--- src/rtl/xfer_pkg.sv ---
package xfer_pkg;
    localparam int CFG_W = 32;

    localparam logic [2:0] SEL_SRC = 3'd0;
    localparam logic [2:0] SEL_DST = 3'd1;
    localparam logic [2:0] SEL_LEN = 3'd2;
    localparam logic [2:0] SEL_CTL = 3'd3;
    localparam logic [2:0] SEL_CMD = 3'd4;
    localparam logic [2:0] SEL_STS = 3'd5;

    typedef enum logic [2:0] {
        S_IDLE, S_REQ, S_RD, S_WR, S_REL
    } seq_t;

    // packed so that src_step sits on bit0 of the control word
    typedef struct packed {
        logic irq_en;
        logic burst;
        logic dst_step;
        logic src_step;
    } ctl_t;

    function automatic ctl_t ctl_decode(input logic [3:0] raw);
        ctl_t c;
        c.src_step = raw[0];
        c.dst_step = raw[1];
        c.burst    = raw[2];
        c.irq_en   = raw[3];
        return c;
    endfunction
endpackage

--- src/rtl/xfer_regs.sv ---
module xfer_regs
    import xfer_pkg::*;
#(
    parameter int AW = 32,
    parameter int LW = 16
) (
    input  logic             clk,
    input  logic             rst,
    input  logic             we,
    input  logic [2:0]       sel,
    input  logic [CFG_W-1:0] wdata,
    input  logic             busy,
    input  logic             set_done,
    output logic [AW-1:0]    src_base,
    output logic [AW-1:0]    dst_base,
    output logic [LW-1:0]    len,
    output ctl_t             ctl,
    output logic             start,
    output logic             done_q
);
    logic clr_req;

    assign start   = we && (sel == SEL_CMD) && wdata[0] && !busy;
    assign clr_req = we && (sel == SEL_STS) && wdata[0];

    always_ff @(posedge clk) begin
        if (rst) begin
            src_base <= '0;
            dst_base <= '0;
            len      <= '0;
            ctl      <= '0;
        end else if (we) begin
            case (sel)
                SEL_SRC: src_base <= wdata[AW-1:0];
                SEL_DST: dst_base <= wdata[AW-1:0];
                SEL_LEN: len      <= wdata[LW-1:0];
                SEL_CTL: ctl      <= ctl_decode(wdata[3:0]);
                default: ;
            endcase
        end
    end

    always_ff @(posedge clk) begin
        if (rst)                    done_q <= 1'b0;
        else if (set_done)          done_q <= 1'b1;
        else if (start || clr_req)  done_q <= 1'b0;
    end
endmodule

--- src/rtl/xfer_addr.sv ---
module xfer_addr #(
    parameter int AW = 32
) (
    input  logic          clk,
    input  logic          rst,
    input  logic          load,
    input  logic [AW-1:0] base,
    input  logic          step_en,
    input  logic          step,
    output logic [AW-1:0] addr
);
    always_ff @(posedge clk) begin
        if (rst)                  addr <= '0;
        else if (load)            addr <= base;
        else if (step && step_en) addr <= addr + AW'(1);
    end
endmodule

--- src/rtl/xfer_seq.sv ---
module xfer_seq
    import xfer_pkg::*;
#(
    parameter int LW = 16
) (
    input  logic          clk,
    input  logic          rst,
    input  logic          start,
    input  logic [LW-1:0] len,
    input  ctl_t          ctl_in,
    input  logic          gnt,
    output ctl_t          act_ctl,
    output logic [LW-1:0] remain,
    output logic          req,
    output logic          rd_en,
    output logic          wr_en,
    output logic          set_done,
    output logic          busy
);
    seq_t st;
    logic last_word;

    assign last_word = (remain == LW'(1));
    assign req      = (st == S_REQ) || (st == S_RD) || (st == S_WR);
    assign rd_en    = (st == S_RD) && gnt;
    assign wr_en    = (st == S_WR) && gnt;
    assign busy     = (st != S_IDLE);
    assign set_done = ((st == S_IDLE) && start && (len == '0)) ||
                      ((st == S_REL) && !gnt && (remain == '0));

    always_ff @(posedge clk) begin
        if (rst) begin
            st      <= S_IDLE;
            remain  <= '0;
            act_ctl <= '0;
        end else begin
            case (st)
                S_IDLE: if (start) begin
                    act_ctl <= ctl_in;
                    remain  <= len;
                    if (len != '0) st <= S_REQ;
                end
                S_REQ: if (gnt) st <= S_RD;
                S_RD:  if (gnt) st <= S_WR;
                S_WR:  if (gnt) begin
                    remain <= remain - LW'(1);
                    if (last_word || !act_ctl.burst) st <= S_REL;
                    else                             st <= S_RD;
                end
                S_REL: if (!gnt) st <= (remain == '0) ? S_IDLE : S_REQ;
                default: st <= S_IDLE;
            endcase
        end
    end
endmodule

--- src/rtl/xfer_engine.sv ---
module xfer_engine
    import xfer_pkg::*;
#(
    parameter int AW = 32,
    parameter int DW = 32,
    parameter int LW = 16
) (
    input  logic             clk,
    input  logic             rst,
    input  logic             cfg_we,
    input  logic [2:0]       cfg_sel,
    input  logic [CFG_W-1:0] cfg_wdata,
    output logic             busy,
    output logic             done_sts,
    output logic             irq,
    output logic             bus_req,
    input  logic             bus_gnt,
    output logic             mem_rd,
    output logic             mem_wr,
    output logic [AW-1:0]    mem_addr,
    output logic [DW-1:0]    mem_wdata,
    input  logic [DW-1:0]    mem_rdata
);
    localparam int NSIDE = 2;

    logic [AW-1:0] src_base, dst_base;
    logic [LW-1:0] len_reg;
    logic [LW-1:0] remain;
    ctl_t          ctl_reg, act_ctl;
    logic          start, set_done, rd_en, wr_en;
    logic          act_burst;

    logic [AW-1:0] side_base [NSIDE];
    logic          side_step [NSIDE];
    logic [AW-1:0] side_addr [NSIDE];

    xfer_regs #(.AW(AW), .LW(LW)) u_regs (
        .clk(clk), .rst(rst), .we(cfg_we), .sel(cfg_sel), .wdata(cfg_wdata),
        .busy(busy), .set_done(set_done),
        .src_base(src_base), .dst_base(dst_base), .len(len_reg), .ctl(ctl_reg),
        .start(start), .done_q(done_sts)
    );

    xfer_seq #(.LW(LW)) u_seq (
        .clk(clk), .rst(rst), .start(start), .len(len_reg), .ctl_in(ctl_reg),
        .gnt(bus_gnt), .act_ctl(act_ctl), .remain(remain), .req(bus_req),
        .rd_en(rd_en), .wr_en(wr_en), .set_done(set_done), .busy(busy)
    );

    assign side_base[0] = src_base;
    assign side_base[1] = dst_base;
    assign side_step[0] = act_ctl.src_step;
    assign side_step[1] = act_ctl.dst_step;

    // index 0 walks the source, index 1 the destination
    for (genvar g = 0; g < NSIDE; g++) begin : g_side
        xfer_addr #(.AW(AW)) u_addr (
            .clk(clk), .rst(rst), .load(start), .base(side_base[g]),
            .step_en(side_step[g]), .step(wr_en), .addr(side_addr[g])
        );
    end

    assign act_burst = act_ctl.burst;
    assign mem_rd    = rd_en;
    assign mem_wr    = wr_en;
    assign mem_wdata = wr_en ? mem_rdata : '0;
    assign irq       = done_sts && act_ctl.irq_en;

    always_comb begin
        mem_addr = '0;
        if (rd_en)      mem_addr = side_addr[0];
        else if (wr_en) mem_addr = side_addr[1];
    end
endmodule

--- config.mk ---
export PLATFORM = sky130hd
export DESIGN_NAME = xfer_engine
export DESIGN_NICKNAME = d
export VERILOG_FILES = /design/src/rtl/xfer_pkg.sv /design/src/rtl/xfer_regs.sv /design/src/rtl/xfer_addr.sv /design/src/rtl/xfer_seq.sv /design/src/rtl/xfer_engine.sv
export SDC_FILE = /design/constraint.sdc
export NUM_CORES = 1
export LEC_CHECK = 0
export BUFFER_PORTS_ARGS = -buffer_cell sky130_fd_sc_hd__buf_2
export CORE_AREA = 2 2 179 111
export CTS_BUF_LIST = sky130_fd_sc_hd__clkbuf_4 sky130_fd_sc_hd__clkbuf_8
export CTS_CLUSTER_DIAMETER = 80
export DETAILED_ROUTE_END_ITERATION = 12
export DIE_AREA = 0 0 181 113
export PLACE_DENSITY = 0.67
export SKIP_CTS_REPAIR_TIMING = 1
export SYNTH_ARGS = -nofsm -noshare
export SYNTH_HDL_FRONTEND = slang
export SYNTH_SLANG_ARGS = --single-unit
--- constraint.sdc ---
create_clock -name clk -period 2.83 [get_ports clk]
set_clock_uncertainty 0.15 [all_clocks]
set_input_delay 0.283 -clock clk [delete_from_list [all_inputs] [get_ports clk]]
set_output_delay 0.283 -clock clk [all_outputs]
set_load 0.1 [all_outputs]
== Word-level counts from Yosys, hierarchy flattened ==
Index checks and enable logic that the tools add are counted.
W data, S select, Z words.
Storage, ports and cells
  input port bits: 71
  output and inout port bits: 70
  bits in registers: 172
  logic and storage cells: 95
Operators by class
  reductions and logical operators: 39
  mux-type cells: 21
  eq/ne operators: 16
  add/sub/neg operators: 3
Operators with widths (count)
  $mux W32: 7
  $add A32 B1 Y32 const B: 2
  $logic_not A16 Y1: 2
  $mux W16: 2
  $pmux W16 S2: 1
  $mux W3: 7
  $eq A16 B1 Y1 const B: 1
  $reduce_bool A16 Y1: 1
  $sub A16 B1 Y16 const B: 1
  $pmux W3 S5: 1
  $logic_and A1 B1 Y1: 14
  $eq A3 B2 Y1 const B: 4
  $ne A2 B2 Y1 const B: 6
  $reduce_and A2 Y1: 5
  $eq A3 B3 Y1 const B: 3
  $reduce_bool A2 Y1: 4
  $eq A3 B1 Y1 const B: 2
  $logic_not A3 Y1: 2
  $reduce_and A6 Y1: 1
  $logic_or A1 B1 Y1: 5
  $logic_not A1 Y1: 3
  $mux W1: 3
  $reduce_and A3 Y1: 1
  $reduce_bool A3 Y1: 1

== Depth between registers and ports, before layout ==
Gate-level depths: netlist (run 1).
  word-level depth: 8
  gate-level depth with buffers: 9
  depth with buffers taken out: 7

== Cells and area by module ==
From an unflattened synthesis (run 1), not the netlist that was laid out.
Second synthesis, totals
  cell total of the unflattened synthesis: 1098
  area total of the unflattened synthesis: 9485.3 µm²
By module, submodules not included
  xfer_regs: instances 1, sequential area each 1701.6 µm², cells each 319, area each 3507.1 µm²
  xfer_addr (g_side[0].u_addr): instances 1, sequential area each 640.6 µm², cells each 256, area each 1975.6 µm²
  xfer_addr (g_side[1].u_addr): instances 1, sequential area each 640.6 µm², cells each 246, area each 1901.8 µm²
  xfer_seq: instances 1, sequential area each 460.4 µm², cells each 197, area each 1490.2 µm²
  xfer_engine: instances 1, sequential area each 0.0 µm², cells each 80, area each 610.6 µm²

== Least setup slack after synthesis (run 1) ==
OpenSTA, ideal clock, no wires.
  path kind: input -> output
  start point: in bus_gnt
  end point: out mem_addr[24]
  required time: 2.397 ns
  path buffers: 3
  stages on the path: 6
  path slack: -0.767 ns
  data arrival time: 3.164 ns
  path through: clkbuf_1 -> nor4bb_1 -> clkbuf_1 -> clkbuf_1 -> nand2_1 -> o21ai_0
Between the ends
  elaborated cells on any way between the ends: 4
  those cells by class: mux (2); reduce/logical (2)
RTL lines
  start, declared: RTL line xfer_engine.sv:17  | input logic bus_gnt,
  $logic_and A1 B1 Y1: RTL line xfer_seq.sv:25  | assign rd_en = (st == S_RD) && gnt;
  named net mem_rd: RTL line xfer_engine.sv:18  | output logic mem_rd,
  $mux W32: RTL line xfer_engine.sv:71  | if (rd_en) mem_addr = side_addr[0];
  end, declared: RTL line xfer_engine.sv:20  | output logic [AW-1:0] mem_addr,
The timed path passes the listed nets, and every way through them passes these cells.

== Final worst setup path (run 1) ==
  start point: reg u_seq.st[2]
  end point: out mem_addr[0]
Between the ends
  longest elaborated chain between the ends: 4
  elaborated cells on any way between the ends: 6
  those cells by class: eq/ne (2); mux (2); reduce/logical (2)
RTL lines
  start, declared: RTL line xfer_seq.sv:20  | seq_t st;
  start signal, assigned: RTL line xfer_seq.sv:50  | S_REL: if (!gnt) st <= (remain == '0) ? S_IDLE : S_REQ;
  $eq A3 B2 Y1: RTL line xfer_seq.sv:26  | assign wr_en = (st == S_WR) && gnt;
  $logic_and A1 B1 Y1: RTL line xfer_seq.sv:26
  $mux W32: RTL line xfer_engine.sv:72  | else if (wr_en) mem_addr = side_addr[1];
  $mux W32 *: RTL line xfer_engine.sv:71
Every way passes the cells marked *; elsewhere a longest branch is shown, timed or not.

==> results of run 1 <==
critical path, delay by kind of cell, from the launching register on:
| kind | cells | cell delay, ns |
|---|---|---|
| compound gates | 1 | 0.26 |
| flops | 1 | 0.33 |
| simple gates | 1 | 0.35 |
| buf+inv | 3 | 0.89 |
power groups by stage:
| stage | combinational (W) | clock, W | sequential (W) |
|---|---|---|---|
| after CTS | 0.000273 | 0.00183 | 0.00249 |
| after floorplan | 0.000140 | 0 | 0.00253 |
| after global routing | 0.000338 | 0.00193 | 0.00250 |
| after global placement | 0.000270 | 0 | 0.00254 |
| final | 0.000314 | 0.00181 | 0.00249 |
| after detailed placement | 0.000271 | 0 | 0.00254 |
through the flow:
stage | instances | hold slack (ns) | utilization, %
3_3_place_gp | 1466 | 0.290 | 51.8
6_report | 1531 | 0.0515 | 56.4
5_1_grt | 1531 | 0.0526 | 56.4
4_1_cts | 1498 | -0.131 | 54.0
2_1_floorplan | 1120 | 0.269 | -
3_5_place_dp | 1466 | 0.293 | 51.8
layout by cell type, fill, tap and decap left out, types with 6 or more instances in the layout:
master         synthesis  layout
nand2_1              256     256
xnor2_1               18      18
clkbuf_4               0      46
and2_1                41      32
a22o_2                 0       7
dlygate4sd3_1          0      33
and2_2                 0       9
a22o_1                32      25
and3_1                14      14
clkbuf_8               0      17
or3_1                 11      11
mux2_2                 6       6
a21oi_1              120     120
and4_1                10      10
a31oi_1               22      22
nor4_1                23      23
dfxtp_1              172     172
buf_2                  0      92
o211ai_1               6       6
buf_4                  0      45
o22ai_1                6       6
or4_1                 11      11
nand4_1               22      22
o21ai_0               30      28
inv_1                 14      14
xor2_1                12      12
a22oi_1               10      10
nand2b_1               6       6
a211oi_1              26      26
nor2_1                56      55
nand3_1               30      30
nor3_1                13      11
per-layer routing:
metal	share of wire (%)	track usage [%]	wire, microns
met1	47	45.8	14200
met2	38	34.6	11400
met3	14	11.0	4180
met4	1.0	6.29	311
met5	0	0	0
kinds of logic (layout without fill, tap and decap cells):
logic type,count (synthesis),after routing
muxes,10,10
and+or+nand+nor,516,516
AOI/OAI and AO/OA,283,283
buffers and inverters,104,269
DFF,172,172
xor gates and xnor gates,30,30
adders and majority gates,5,5
layout make-up:
type,instances,area (sq um)
clock buffers,17,234
multi-input cells,844,4760
well taps,246,308
flip-flops and latches,172,3440
repair buffers,222,1590
clock inverters,15,178
inverters,15,56.3
fillers,1848,8180
worst min-delay path by stage:
| stage | startpoint | end | slack [ns] | cells after the start |
|---|---|---|---|---|
| finish | bus_gnt | u_seq.st[1] | 0.05 | 3 |
| global route | bus_gnt | u_seq.st[1] | 0.05 | 3 |
| CTS | cfg_wdata[16] | u_regs.dst_base[16] | -0.13 | 3 |
| detailed placement | u_seq.act_ctl[3] | u_seq.act_ctl[3] | 0.29 | 2 |
| global placement | u_seq.act_ctl[3] | u_seq.act_ctl[3] | 0.29 | 2 |
| floorplan | cfg_wdata[0] | u_regs.dst_base[0] | 0.27 | 2 |
==> flow_summary.json, run 1 <==
{
  "cp.required_ns": 2.40,
  "fin_nets": 1348,
  "drc": 0,
  "clock_sinks": 172,
  "r2r_slack_ns": 0.25,
  "syn_area_per_cell_sq_um": 7.62,
  "tightest_slew_ns": 0.677,
  "max-slew-margin-rel_pct": 54.7,
  "grt_pass1_vias": 7678,
  "setup_ws_ns": 0.0745,
  "dp_slack_ns": 0.264,
  "io_buffers": 140,
  "path_class": "flop to output pin",
  "status": "finished, final reports clean",
  "arrival_ns": 2.32,
  "rows": 39,
  "avgRoutedWirePerCell_microns": 19.6,
  "finalInstanceArea_sq_um": 10600,
  "hold_viol_final": 0,
  "power_frac_comb_pct": 6.8,
  "worstReg2RegEnd": "g_side[1].u_addr.addr[29]",
  "setup_viol": 0,
  "setup_tns_ns": 0,
  "synth_top_family_by_area": "simple AND/OR/NAND/NOR gates",
  "syn_area_sq_um": 8540,
  "power_density_nw_per_um2": 437,
  "antenna_left": 0,
  "p_leak_nw": 3.85,
  "reg_top3": "g_side.u_addr.addr x64, u_regs.dst_base x32, u_regs.src_base x32",
  "slew_viol_final": 0,
  "drive_gt1_share_pct": 20.2,
  "firstDrtPassIters": 5,
  "synth_most_common_cell": "nand2_1",
  "cts_tree": "yes",
  "max_clock_freq_mhz": 363,
  "synth-simple-area-share_pct": 29.0,
  "synth-edff-count": 0,
  "cp_max_fo": 33,
  "placed_cell_area_sq_um": 9700,
  "netSwitchingFraction_pct": 27.8,
  "synth_top_cells_by_count": "nand2_1 (256), dfxtp_1 (172), a21oi_1 (120)",
  "cp-startpoint": "u_seq.st[2]",
  "synth_area_leaders": "dfxtp_1 (40%), nand2_1 (11%), a21oi_1 (7.0%)",
  "ys_seq_elements": 172,
  "fin_crit_ns": 2.76,
  "track_usage_pct": 28.7,
  "fp.dieArea_sq_um": 20500,
  "power.internal_w": 0.00333,
  "pwr-share-clk_pct": 39.2,
  "grt_pass1_wl_mm": 45.2,
  "cp_slowest_cell": "buf_2",
  "numCtsBuffers": 17,
  "r2r_cells": 5,
  "antennaDiodeCount": 0,
  "startpoint_type": "flop",
  "netlist_instances": 1120,
  "p_sw_w": 0.00128,
  "h-tree-depth": 4,
  "synthArstFlopShare_pct": 0,
  "clockBufferDepth": 2,
  "largest_reg_flops": 64,
  "die_w_microns": 181,
  "synth_ff_type": "dfxtp_1",
  "start_util_pct": 45.6,
  "area_growth_pct": 23.7,
  "cpPeakStageDelay_ns": 0.46,
  "antenna_found_initial": 0,
  "synth_top_cell_by_area": "dfxtp_1",
  "vdd_drop_max_mv": 0.257,
  "die_h_microns": 113,
  "grt_setup_unrepaired": "no",
  "ys_types": 55,
  "drv_cap": 0,
  "p_total_w": 0.00461,
  "worstSkewPairLatency_ns": 0.48,
  "yosys.area_share.adder_pct": 0.733,
  "core_sq_um": 18700,
  "fin_crit_sh_pct": 97.4,
  "totalWireLength_mm": 30.1,
  "cts_root_buf": "clkbuf_8",
  "worstReg2RegStart": "g_side[1].u_addr.addr[9]",
  "cp-endpoint": "mem_addr[0]",
  "synth_compound_area_share_pct": 21.0,
  "grt_max_degree": 55,
  "viasPerCell": 5.89,
  "yosys_warnings": 0,
  "hold_class": "input pin to flop",
  "hpwlAfterDp_mm": 21.5,
  "synth_seq_area_share_pct": 40.3,
  "synth_top_cell_area_share_pct": 40.3,
  "seqPwrFrac_pct": 54.0,
  "synth_mux_area_share_pct": 1.26,
  "io-pin-count": 141,
  "regMostFlops": "g_side.u_addr.addr",
  "via_count": 9023,
  "crit_chain": "buf_4, nor4bb_4, buf_12, a22o_1, buf_2",
  "path_clk_slew_ns": 0.10,
  "overflow": 0,
  "cp-end-kind": "output pin",
  "gp_congestion": 0.984,
  "syn_nets": 1196,
  "drtIter0Drc": 1057,
  "synth-xor-area-share_pct": 3.08
}
No activity file was read; power rests on OpenSTA's default activity.
==> run 2: changes to the inputs <==
- MAX_ROUTING_LAYER: default -> met4
==> flow_summary.json, run 2 (synthesized netlist as in run 1, its figures left out) <==
{
  "fp.dieArea_sq_um": 20500,
  "tightest_slew_ns": 0.763,
  "area_growth_pct": 23.0,
  "gp_congestion": 0.963,
  "io_buffers": 140,
  "h-tree-depth": 4,
  "drc": 0,
  "power_frac_comb_pct": 6.7,
  "rows": 39,
  "viasPerCell": 5.85,
  "max-slew-margin-rel_pct": 49.0,
  "hold_class": "input pin to flop",
  "netSwitchingFraction_pct": 27.5,
  "grt_pass1_vias": 7671,
  "start_util_pct": 45.6,
  "worstReg2RegStart": "g_side[1].u_addr.addr[8]",
  "numCtsBuffers": 17,
  "antenna_left": 0,
  "hold_viol_final": 0,
  "fin_crit_sh_pct": 96.0,
  "drtIter0Drc": 1235,
  "die_w_microns": 181,
  "fin_crit_ns": 2.72,
  "worstReg2RegEnd": "g_side[1].u_addr.addr[29]",
  "cp_slowest_cell": "dfxtp_1",
  "final_cells": 1528,
  "pwr-share-clk_pct": 39.0,
  "via_count": 8936,
  "cp.depth": 6,
  "critical_path.top_delay_family": "buffers and inverters",
  "vdd_drop_max_mv": 0.329,
  "power_density_nw_per_um2": 437,
  "setup_viol": 0,
  "fill_cells": 1826,
  "cp-startpoint": "u_seq.st[0]",
  "slew_viol_final": 0,
  "status": "finished, final reports clean",
  "firstDrtPassIters": 6,
  "startpoint_type": "flop",
  "drv_cap": 0,
  "final_cell_mix": "nand2_1 (256), dfxtp_1 (172), a21oi_1 (120), buf_2 (93), nor2_1 (55)",
  "seqPwrFrac_pct": 54.3,
  "cp_max_fo": 46,
  "p_leak_nw": 3.84,
  "crit_buf_inv": 4,
  "power.internal_w": 0.00332,
  "finalInstanceArea_sq_um": 10500,
  "hpwlAfterDp_mm": 21.1,
  "grt_max_degree": 60,
  "drive_gt1_share_pct": 20.0,
  "die_h_microns": 113,
  "whs_ns": 0.00421,
  "largest_reg_flops": 64,
  "cts_tree": "yes",
  "crit_chain": "nand4b_1, clkinv_1, buf_4, buf_6, a22o_1, clkbuf_4",
  "track_usage_pct": 29.2,
  "overflow": 0,
  "io-pin-count": 141,
  "r2r_slack_ns": 0.27,
  "r2r_cells": 5,
  "layout_commonest_cell": "nand2_1",
  "cp.required_ns": 2.40,
  "path_class": "flop to output pin",
  "post-place-cells": 1464,
  "reg_top3": "g_side.u_addr.addr x64, u_regs.dst_base x32, u_regs.src_base x32",
  "placed_cell_area_sq_um": 9660,
  "clock_sinks": 172,
  "cts_root_buf": "clkbuf_8",
  "antenna_found_initial": 0,
  "setup_ws_ns": 0.114,
  "cp-end-kind": "output pin",
  "seq_area_sq_um": 3440,
  "multi_input_area_sq_um": 4760,
  "max_clock_freq_mhz": 368,
  "grt_pass1_wl_mm": 44.7,
  "antennaDiodeCount": 0,
  "cpPeakStageDelay_ns": 0.43,
  "grt_setup_unrepaired": "no",
  "hold_depth": 2,
  "p_sw_w": 0.00126,
  "worstSkewPairLatency_ns": 0.47,
  "arrival_ns": 2.28,
  "clockBufferDepth": 2,
  "path_clk_slew_ns": 0.10,
  "avgRoutedWirePerCell_microns": 19.3,
  "core_sq_um": 18700,
  "cp-endpoint": "mem_addr[15]",
  "dp_slack_ns": 0.302,
  "totalWireLength_mm": 29.5,
  "fin_nets": 1345,
  "regMostFlops": "g_side.u_addr.addr"
}
[run 2: changes by cell type in the layout (fill, tap and decap cells not counted)]
cell	before	now
inv_6	5	2
inv_8	2	5
buf_12	5	3
clkinv_2	0	2
clkinvlp_4	2	0
buf_2	92	93
clkbuf_4	46	45
clkinv_4	2	3
clkinv_8	3	2
dlygate4sd3_1	33	32
[run 2: through the flow]
stage               power (W)  setup TNS [ns]  utilization [%]
floorplan             0.00267               0                -
global placement      0.00281               0             51.6
detailed placement    0.00281               0             51.6
CTS                   0.00458          -0.401             53.7
global route          0.00475               0             56.1
finish                0.00459               0             56.1
[run 2: how the worst min path moves through the flow]
stage,from,endpoint,slack [ns]
floorplan,cfg_wdata[0],u_regs.dst_base[0],0.27
global placement,u_regs.ctl[0],u_seq.act_ctl[0],0.29
detailed placement,u_regs.ctl[2],u_seq.act_ctl[2],0.30
CTS,cfg_wdata[26],u_regs.src_base[26],-0.11
global route,bus_gnt,u_seq.st[2],0.002
finish,bus_gnt,u_seq.st[2],0.004
[run 2: area by class of cell]
class,instances,area share (%)
Sequential cell,172,32.8
Clock buffer,17,2.23
Clock inverter,15,1.64
Tap cell,246,2.93
Inverter,15,0.536
Timing Repair Buffer,219,14.6
Multi-Input combinational cell,844,45.3
[run 2: worst reg2reg max path: cells and delay by family, from the launching register on]
family / cells / cell delay (ns)
flip-flops: 1 / 0.42
AND/OR/NAND/NOR: 4 / 1.65
AO/OA/AOI/OAI: 1 / 0.25
[run 2: layer usage]
layer	part of all wire [%]	routed length (microns)	track usage, %	up-vias
li1	-	-	-	4292
met4	1.1	318	6.23	0
met5	0	0	-	-
met1	49	14400	46.7	4174
met3	13	3810	8.18	29
met2	37	11000	34.4	441
[run 2: power groups by stage]
stage               combinational (W)  sequential, W  clock (W)
floorplan                    0.000140        0.00253          0
global placement             0.000265        0.00254          0
detailed placement           0.000266        0.00255          0
CTS                          0.000268        0.00249    0.00182
global route                 0.000332        0.00250    0.00192
finish                       0.000308        0.00249    0.00179
==> run 3: changes to the inputs <==
- HOLD_SLACK_MARGIN: default -> 0.08
==> flow_summary.json, run 3 (synthesized netlist as in run 1, its figures left out) <==
{
  "antenna_left": 0,
  "cp_slowest_cell": "buf_2",
  "drtIter0Drc": 1194,
  "crit_chain": "buf_4, nor4bb_4, buf_12, a22o_1, buf_2",
  "status": "finished, final reports clean",
  "vdd_drop_max_mv": 0.328,
  "cp-end-kind": "output pin",
  "track_usage_pct": 29.2,
  "overflow": 0,
  "fill_cells": 1825,
  "die_h_microns": 113,
  "fin_nets": 1346,
  "max_clock_freq_mhz": 369,
  "io-pin-count": 141,
  "fp.dieArea_sq_um": 20500,
  "cts_tree": "yes",
  "clock_sinks": 172,
  "crit_buf_inv": 3,
  "slew_viol_final": 0,
  "numCtsBuffers": 17,
  "io_buffers": 140,
  "start_util_pct": 45.6,
  "fin_crit_ns": 2.71,
  "grt_pass1_vias": 7671,
  "whs_ns": 0.0789,
  "grt_setup_unrepaired": "no",
  "arrival_ns": 2.28,
  "drv_cap": 0,
  "clockBufferDepth": 2,
  "antennaDiodeCount": 0,
  "setup_viol": 0,
  "antenna_found_initial": 0,
  "worstHoldStart": "bus_gnt",
  "path_clk_slew_ns": 0.11,
  "seq_area_sq_um": 3440,
  "fin_crit_sh_pct": 95.8,
  "die_w_microns": 181,
  "setup_tns_ns": 0,
  "gp_congestion": 0.963,
  "critical_path.top_delay_family": "buffers and inverters",
  "tightest_slew_ns": 0.767,
  "regMostFlops": "g_side.u_addr.addr",
  "hold_viol_final": 0,
  "area_growth_pct": 23.2,
  "max-slew-margin-rel_pct": 48.7,
  "final_cell_mix": "nand2_1 (256), dfxtp_1 (172), a21oi_1 (120), buf_2 (93), nor2_1 (55)",
  "startpoint_type": "flop",
  "worstReg2RegStart": "g_side[1].u_addr.addr[9]",
  "reg_top3": "g_side.u_addr.addr x64, u_regs.dst_base x32, u_regs.src_base x32",
  "hpwlAfterDp_mm": 21.1,
  "avgRoutedWirePerCell_microns": 19.3,
  "cpPeakStageDelay_ns": 0.47,
  "h-tree-depth": 4,
  "core_sq_um": 18700,
  "cp_max_fo": 33,
  "hold_class": "input pin to flop",
  "power_density_nw_per_um2": 436,
  "path_class": "flop to output pin",
  "drc": 0,
  "multi_input_area_sq_um": 4760,
  "layout_commonest_cell": "nand2_1",
  "cp-startpoint": "u_seq.st[2]",
  "cts_root_buf": "clkbuf_8",
  "rows": 39,
  "drive_gt1_share_pct": 20.0,
  "p_leak_nw": 3.85,
  "worstSkewPairLatency_ns": 0.47,
  "viasPerCell": 5.87,
  "grt_pass1_wl_mm": 44.7,
  "grt_max_degree": 60,
  "totalWireLength_mm": 29.5,
  "cp.required_ns": 2.40,
  "firstDrtPassIters": 5,
  "via_count": 8978,
  "largest_reg_flops": 64
}
[run 3: final timing paths]
path | end | slack, ns | cells after the start
setup reg to reg | g_side[1].u_addr.addr[29] | 0.28 | 5
hold reg to reg | u_seq.act_ctl[3] | 0.30 | 2
setup / recovery | mem_addr[0] | 0.12 | 5
hold / removal | u_seq.st[1] | 0.08 | 3
[run 3: layout make-up]
cell class	instances	share of cell area (%)
Multi-Input combinational cell	844	45.3
Clock inverter	15	1.64
Timing Repair Buffer	220	14.7
Inverter	15	0.535
Clock buffer	17	2.23
Tap cell	246	2.93
Sequential cell	172	32.7
[run 3: routing by layer]
layer | part of all wire, % | vias to the layer above | GRT usage, %
li1 | - | 4287 | -
met3 | 13 | 30 | 8.18
met1 | 48 | 4182 | 46.7
met5 | 0 | - | -
met2 | 37 | 479 | 34.4
met4 | 1.1 | 0 | 6.23
[run 3: worst reg2reg max path, stage by stage (launching register included)]
cell      delay (ns)
dfxtp_1         0.42
nand4_1         0.15
or4_1           0.60
or4_4           0.54
or3_1           0.36
a311oi_1        0.25
[run 3: power breakdown]
part	internal [W]	switching [W]	leakage [nW]
Combinational	0.000125	0.000184	2.25
Sequential	0.00246	0.0000362	1.39
Clock	0.000746	0.00104	0.210
[run 3: through the flow]
| stage | util, % | setup WS (ns) | instances | total power [W] | area, sq um |
|---|---|---|---|---|---|
| after floorplan | - | 0.197 | 1120 | 0.00267 | 8570 |
| after global placement | 51.6 | 0.338 | 1464 | 0.00281 | 9660 |
| after detailed placement | 51.6 | 0.302 | 1464 | 0.00281 | 9660 |
| after CTS | 53.7 | -0.0447 | 1496 | 0.00458 | 10100 |
| after global routing | 56.1 | 0.0111 | 1529 | 0.00475 | 10500 |
| final | 56.1 | 0.119 | 1529 | 0.00459 | 10500 |
